<file path="src/rtl/uctl_pkg.sv">
package uctl_pkg;
  typedef struct packed {
    logic jamn;
    logic jamz;
    logic jmpc;
  } jam_ctrl_t;

  typedef struct packed {
    logic n;
    logic z;
  } flags_t;
endpackage

</file>
<file path="src/rtl/uctl_flag_reg.sv">
module uctl_flag_reg
  import uctl_pkg::*;
(
  input  logic   clk_i,
  input  logic   rst_ni,
  input  flags_t alu_i,
  output flags_t flags_o
);
  always_ff @(posedge clk_i or negedge rst_ni) begin
    if (!rst_ni) flags_o <= '0;
    else         flags_o <= alu_i;
  end
endmodule

</file>
<file path="src/rtl/uctl_addr_form.sv">
module uctl_addr_form
  import uctl_pkg::*;
#(
  parameter int unsigned ADDR_W = 9,
  parameter int unsigned DISP_W = ADDR_W - 1
) (
  input  logic [ADDR_W-1:0] next_addr_i,
  input  jam_ctrl_t         ctrl_i,
  input  flags_t            flags_i,
  input  logic [DISP_W-1:0] mbr_i,
  output logic [ADDR_W-1:0] addr_o
);
  logic              hi_bit;
  logic [DISP_W-1:0] lo_bits;

  // jam terms only ever set the top bit
  always_comb begin
    hi_bit = (ctrl_i.jamz & flags_i.z) | (ctrl_i.jamn & flags_i.n)
           | next_addr_i[ADDR_W-1];
  end

  // dispatch merges the opcode into the low bits, no adder
  always_comb begin
    lo_bits = next_addr_i[DISP_W-1:0];
    if (ctrl_i.jmpc) lo_bits = lo_bits | mbr_i;
  end

  assign addr_o = {hi_bit, lo_bits};
endmodule

</file>
<file path="src/rtl/uctl_bsel_dec.sv">
module uctl_bsel_dec #(
  parameter int unsigned BSEL_W = 4,
  parameter int unsigned N_BSRC = 9
) (
  input  logic [BSEL_W-1:0] sel_i,
  output logic [N_BSRC-1:0] en_o
);
  for (genvar k = 0; k < N_BSRC; k++) begin : g_src
    assign en_o[k] = (sel_i == BSEL_W'(k));
  end
endmodule

</file>
<file path="src/rtl/uctl_sequencer.sv">
module uctl_sequencer
  import uctl_pkg::*;
#(
  parameter int unsigned ADDR_W = 9,
  parameter int unsigned DISP_W = ADDR_W - 1,
  parameter int unsigned BSEL_W = 4,
  parameter int unsigned N_BSRC = 9,
  parameter int unsigned N_CREG = 9
) (
  input  logic              clk_i,
  input  logic              rst_ni,
  input  logic [ADDR_W-1:0] next_addr_i,
  input  logic              jamn_i,
  input  logic              jamz_i,
  input  logic              jmpc_i,
  input  logic [DISP_W-1:0] mbr_i,
  input  logic              alu_n_i,
  input  logic              alu_z_i,
  input  logic [BSEL_W-1:0] b_sel_i,
  input  logic [N_CREG-1:0] c_map_i,
  output logic [ADDR_W-1:0] mpc_o,
  output logic [N_BSRC-1:0] b_en_o,
  output logic [N_CREG-1:0] c_load_o
);
  localparam int unsigned SEL_CODES = 1 << BSEL_W;

  if (N_BSRC > SEL_CODES) begin : g_bad_cfg
    initial $error("N_BSRC exceeds select codes");
  end

  flags_t            alu_flags, flags_q;
  jam_ctrl_t         ctrl;
  logic [ADDR_W-1:0] addr_d;

  assign alu_flags = '{n: alu_n_i, z: alu_z_i};
  assign ctrl      = '{jamn: jamn_i, jamz: jamz_i, jmpc: jmpc_i};

  uctl_flag_reg u_flags (
    .clk_i  (clk_i),
    .rst_ni (rst_ni),
    .alu_i  (alu_flags),
    .flags_o(flags_q)
  );

  uctl_addr_form #(.ADDR_W(ADDR_W), .DISP_W(DISP_W)) u_form (
    .next_addr_i(next_addr_i),
    .ctrl_i     (ctrl),
    .flags_i    (flags_q),
    .mbr_i      (mbr_i),
    .addr_o     (addr_d)
  );

  always_ff @(posedge clk_i or negedge rst_ni) begin
    if (!rst_ni) mpc_o <= '0;
    else         mpc_o <= addr_d;
  end

  uctl_bsel_dec #(.BSEL_W(BSEL_W), .N_BSRC(N_BSRC)) u_bdec (
    .sel_i(b_sel_i),
    .en_o (b_en_o)
  );

  assign c_load_o = c_map_i;
endmodule

</file>
<file path="config.mk">
export PLATFORM = sky130hd
export DESIGN_NAME = uctl_sequencer
export DESIGN_NICKNAME = d
export VERILOG_FILES = /design/src/rtl/uctl_pkg.sv /design/src/rtl/uctl_flag_reg.sv /design/src/rtl/uctl_addr_form.sv /design/src/rtl/uctl_bsel_dec.sv /design/src/rtl/uctl_sequencer.sv
export SDC_FILE = /design/constraint.sdc
export NUM_CORES = 1
export LEC_CHECK = 0
export ABC_CLOCK_PERIOD_IN_PS = 800
export CORE_AREA = 3 3 40 42
export DETAILED_ROUTE_END_ITERATION = 12
export DIE_AREA = 0 0 43 45
export DONT_BUFFER_PORTS = 1
export HOLD_SLACK_MARGIN = 0.08
export PLACE_DENSITY_LB_ADDON = 0.2
export RECOVER_POWER = 100
export SYNTH_ARGS = -nofsm -noshare
export SYNTH_HDL_FRONTEND = slang
export SYNTH_SLANG_ARGS = --single-unit
</file>
<file path="constraint.sdc">
create_clock -name clk_i -period 0.8 [get_ports clk_i]
set_input_delay 0.16 -clock clk_i [delete_from_list [all_inputs] [get_ports clk_i]]
set_output_delay 0.16 -clock clk_i [all_outputs]
set_load 0.1 [all_outputs]
</file>
==> run metrics <==
Rel. slew slack=0.6770; TritonCTS clock tree=yes; die area=0.001935 sq mm; CP Max Fanout=1; Worst-Skew Late Latency=0.27 ns; htree depth=1; clock buffer count from CTS=3; Pleak=0.4048 nW; Final Hold Vio Count=0; Post-Route WL=1613 microns; failing checks=negative setup slack; CTS Root Cell=clkbuf_4; vias per cell=5.590; Worst setup EP type=output port; Top-Level Pins=64; Mapped Area=508.0 sq um; first-pass GRT wire length=2484 microns; post-synthesis sequential area ratio=0.5419; Startpoint Class=register; port bufs=0; die height=45 microns; grt total ovfl=0; Least-Margin Pin Slew=0.4829 ns; unrepaired setup endpoints after global routing=yes; Yosys reg bits=11; maximum clock rate=0.9425 GHz; r2r worst-path depth=1; final routed DRC violation total=0; WP depth=0; status=finished, violations left; area of the multi-input gates=249.0 sq um; routability cong.=0.6109; RR Startpoint=u_flags.flags_o[0]; Req. time, crit path=0.64 ns; Min-Delay Startpoint=jamn_i; final-stage net count=101; initial antenna violation count=0; width of the die=43 microns; largest net degree at the start of global routing=12; Vias=436; Pins Over Slew Limit=0; final setup fails=19; Placed Area=757.0 sq um; endpoint arrival time on the critical path=0.90 ns; FILL cells=72; DRT Pass-1 Iters=2; syn_area_per_cell=13.03 sq um; Pwr Density=1535 mW/mm^2; Area Overhead vs Synth=96.31%; DR iter-0 viols=2; hpwl dp=1044 microns; Routed Antenna Nets=0; clk buf depth=2; minimum clock period=1.061 ns; PnR worst setup slack=-0.2610 ns; Min Hold Slack=0.04468 ns; Total GRT Usage=0.1847; flip-flop and latch area=309.0 sq um; core area=0.001285 sq mm; vias in the first global route=519; min-delay worst type=input port to register; Clock Pin Slew Worst Setup and Hold Paths=0.08 ns; worst vdd ir=0.001182 V; internal reg-to-reg setup slack=-0.01 ns; synth unique cells=9; Worst Hold Depth=1; Setup WS pre-CTS=-0.06894 ns; Mapped Nets=76; Fin Clk Skew=0.0002814 ns; post-synthesis cell count=39; # Post-CTS Setup Buffers=0; Tcrit/Tclk final=1.326; Setup CP Type=register to output port; synth warn=0; Final Cell Area=997.2 sq um; ANT cells=0; Hold Path End=mpc_o[8]; layout cell share with drive strength beyond 1=0.4921; R2R Path End=mpc_o[8]; row cnt=13; Initial Util=0.3953; CTS Sinks=11; Max Cap Viol=0; Avg WL per Cell=20.68 microns
[cell usage after synthesis (all sizes together)]
cell type  count  area share
dfrtp         11        0.54
and4b          1       0.022
nor4           1       0.012
buf           10        0.14
a21o           8        0.12
and4bb         3       0.074
nor4b          4       0.069
a221o          1       0.020
[how the worst max path moves through the flow]
stage,startpoint,end,slack (ns)
after floorplan,b_sel_i[1],b_en_o[1],-0.61
after global placement,b_sel_i[0],b_en_o[2],-0.05
after detailed placement,b_sel_i[1],b_en_o[4],-0.07
after CTS,mpc_o[2],mpc_o[2],-0.26
after global routing,mpc_o[5],mpc_o[5],-0.29
final,mpc_o[5],mpc_o[5],-0.26
[registers in the layout (all words and copies together) (netlist names)]
register         flops
u_flags.flags_o      2
mpc_o                9
[where the power goes]
| part | switching (mW) | internal, mW | leakage, nW |
|---|---|---|---|
| combinational | 0.144 | 0.165 | 0.271 |
| sequential | 0.235 | 0.608 | 0.116 |
| clock | 0.194 | 0.185 | 0.0177 |
| total | 0.573 | 0.957 | 0.405 |
[cells by family (layout without fill, tap and decap cells)]
group,count (synthesis),in the layout,share of synthesized area
AOI/OAI and AO/OA,9,9,0.1379
buffers and inverters,10,34,0.1428
DFF,11,11,0.5419
and+or+nand+nor,9,9,0.1773
[area by class of cell]
cell class | instances | area share
well taps | 15 | 0.01882
clock buffers | 3 | 0.02258
flip-flops and latches | 11 | 0.3099
clock inverters | 1 | 0.005019
multi-input cells | 18 | 0.2497
repair buffers | 30 | 0.3940
[cells in the final DEF (no fill, tap or decap)]
master / instances
a221o_1: 1
dfrtp_4: 9
nor4b_4: 4
dfrtp_1: 2
clkbuf_4: 3
and4b_4: 1
and4bb_4: 3
a21o_1: 8
buf_12: 9
dlymetal6s4s_1: 1
nor4_4: 1
dlygate4sd3_1: 20
clkinv_2: 1
[per-stage QoR]
step	cells	utilization	total power, mW	setup TNS, ns
2_1_floorplan	39	-	1.217	-3.286
3_3_place_gp	53	0.5891	1.061	-0.2877
3_5_place_dp	53	0.5891	1.066	-0.3461
4_1_cts	77	0.7663	1.521	-3.130
5_1_grt	78	0.7760	1.615	-3.041
6_report	78	0.7760	1.530	-2.630
[what timing repair did]
| action | CTS | global route |
|---|---|---|
| gates resized for setup | 0 | 1 |
| hold buffers | 20 | 1 |
| setup endpoints to repair | 18 | 27 |
| pin swaps | 5 | 2 |
| cloned | 0 | 0 |
| endpoints found under the hold margin | 22 | 1 |
[per-layer routing]
metal | up-vias | wire, microns | part of all wire | track usage
met3 | 8 | 188 | 0.12 | 0.09562
met1 | 207 | 497 | 0.31 | 0.1725
li1 | 183 | - | - | -
met5 | - | 0 | 0 | 0
met4 | 0 | 60 | 0.037 | 0.09639
met2 | 38 | 867 | 0.54 | 0.3293
Power figures use the tool's default switching activity.
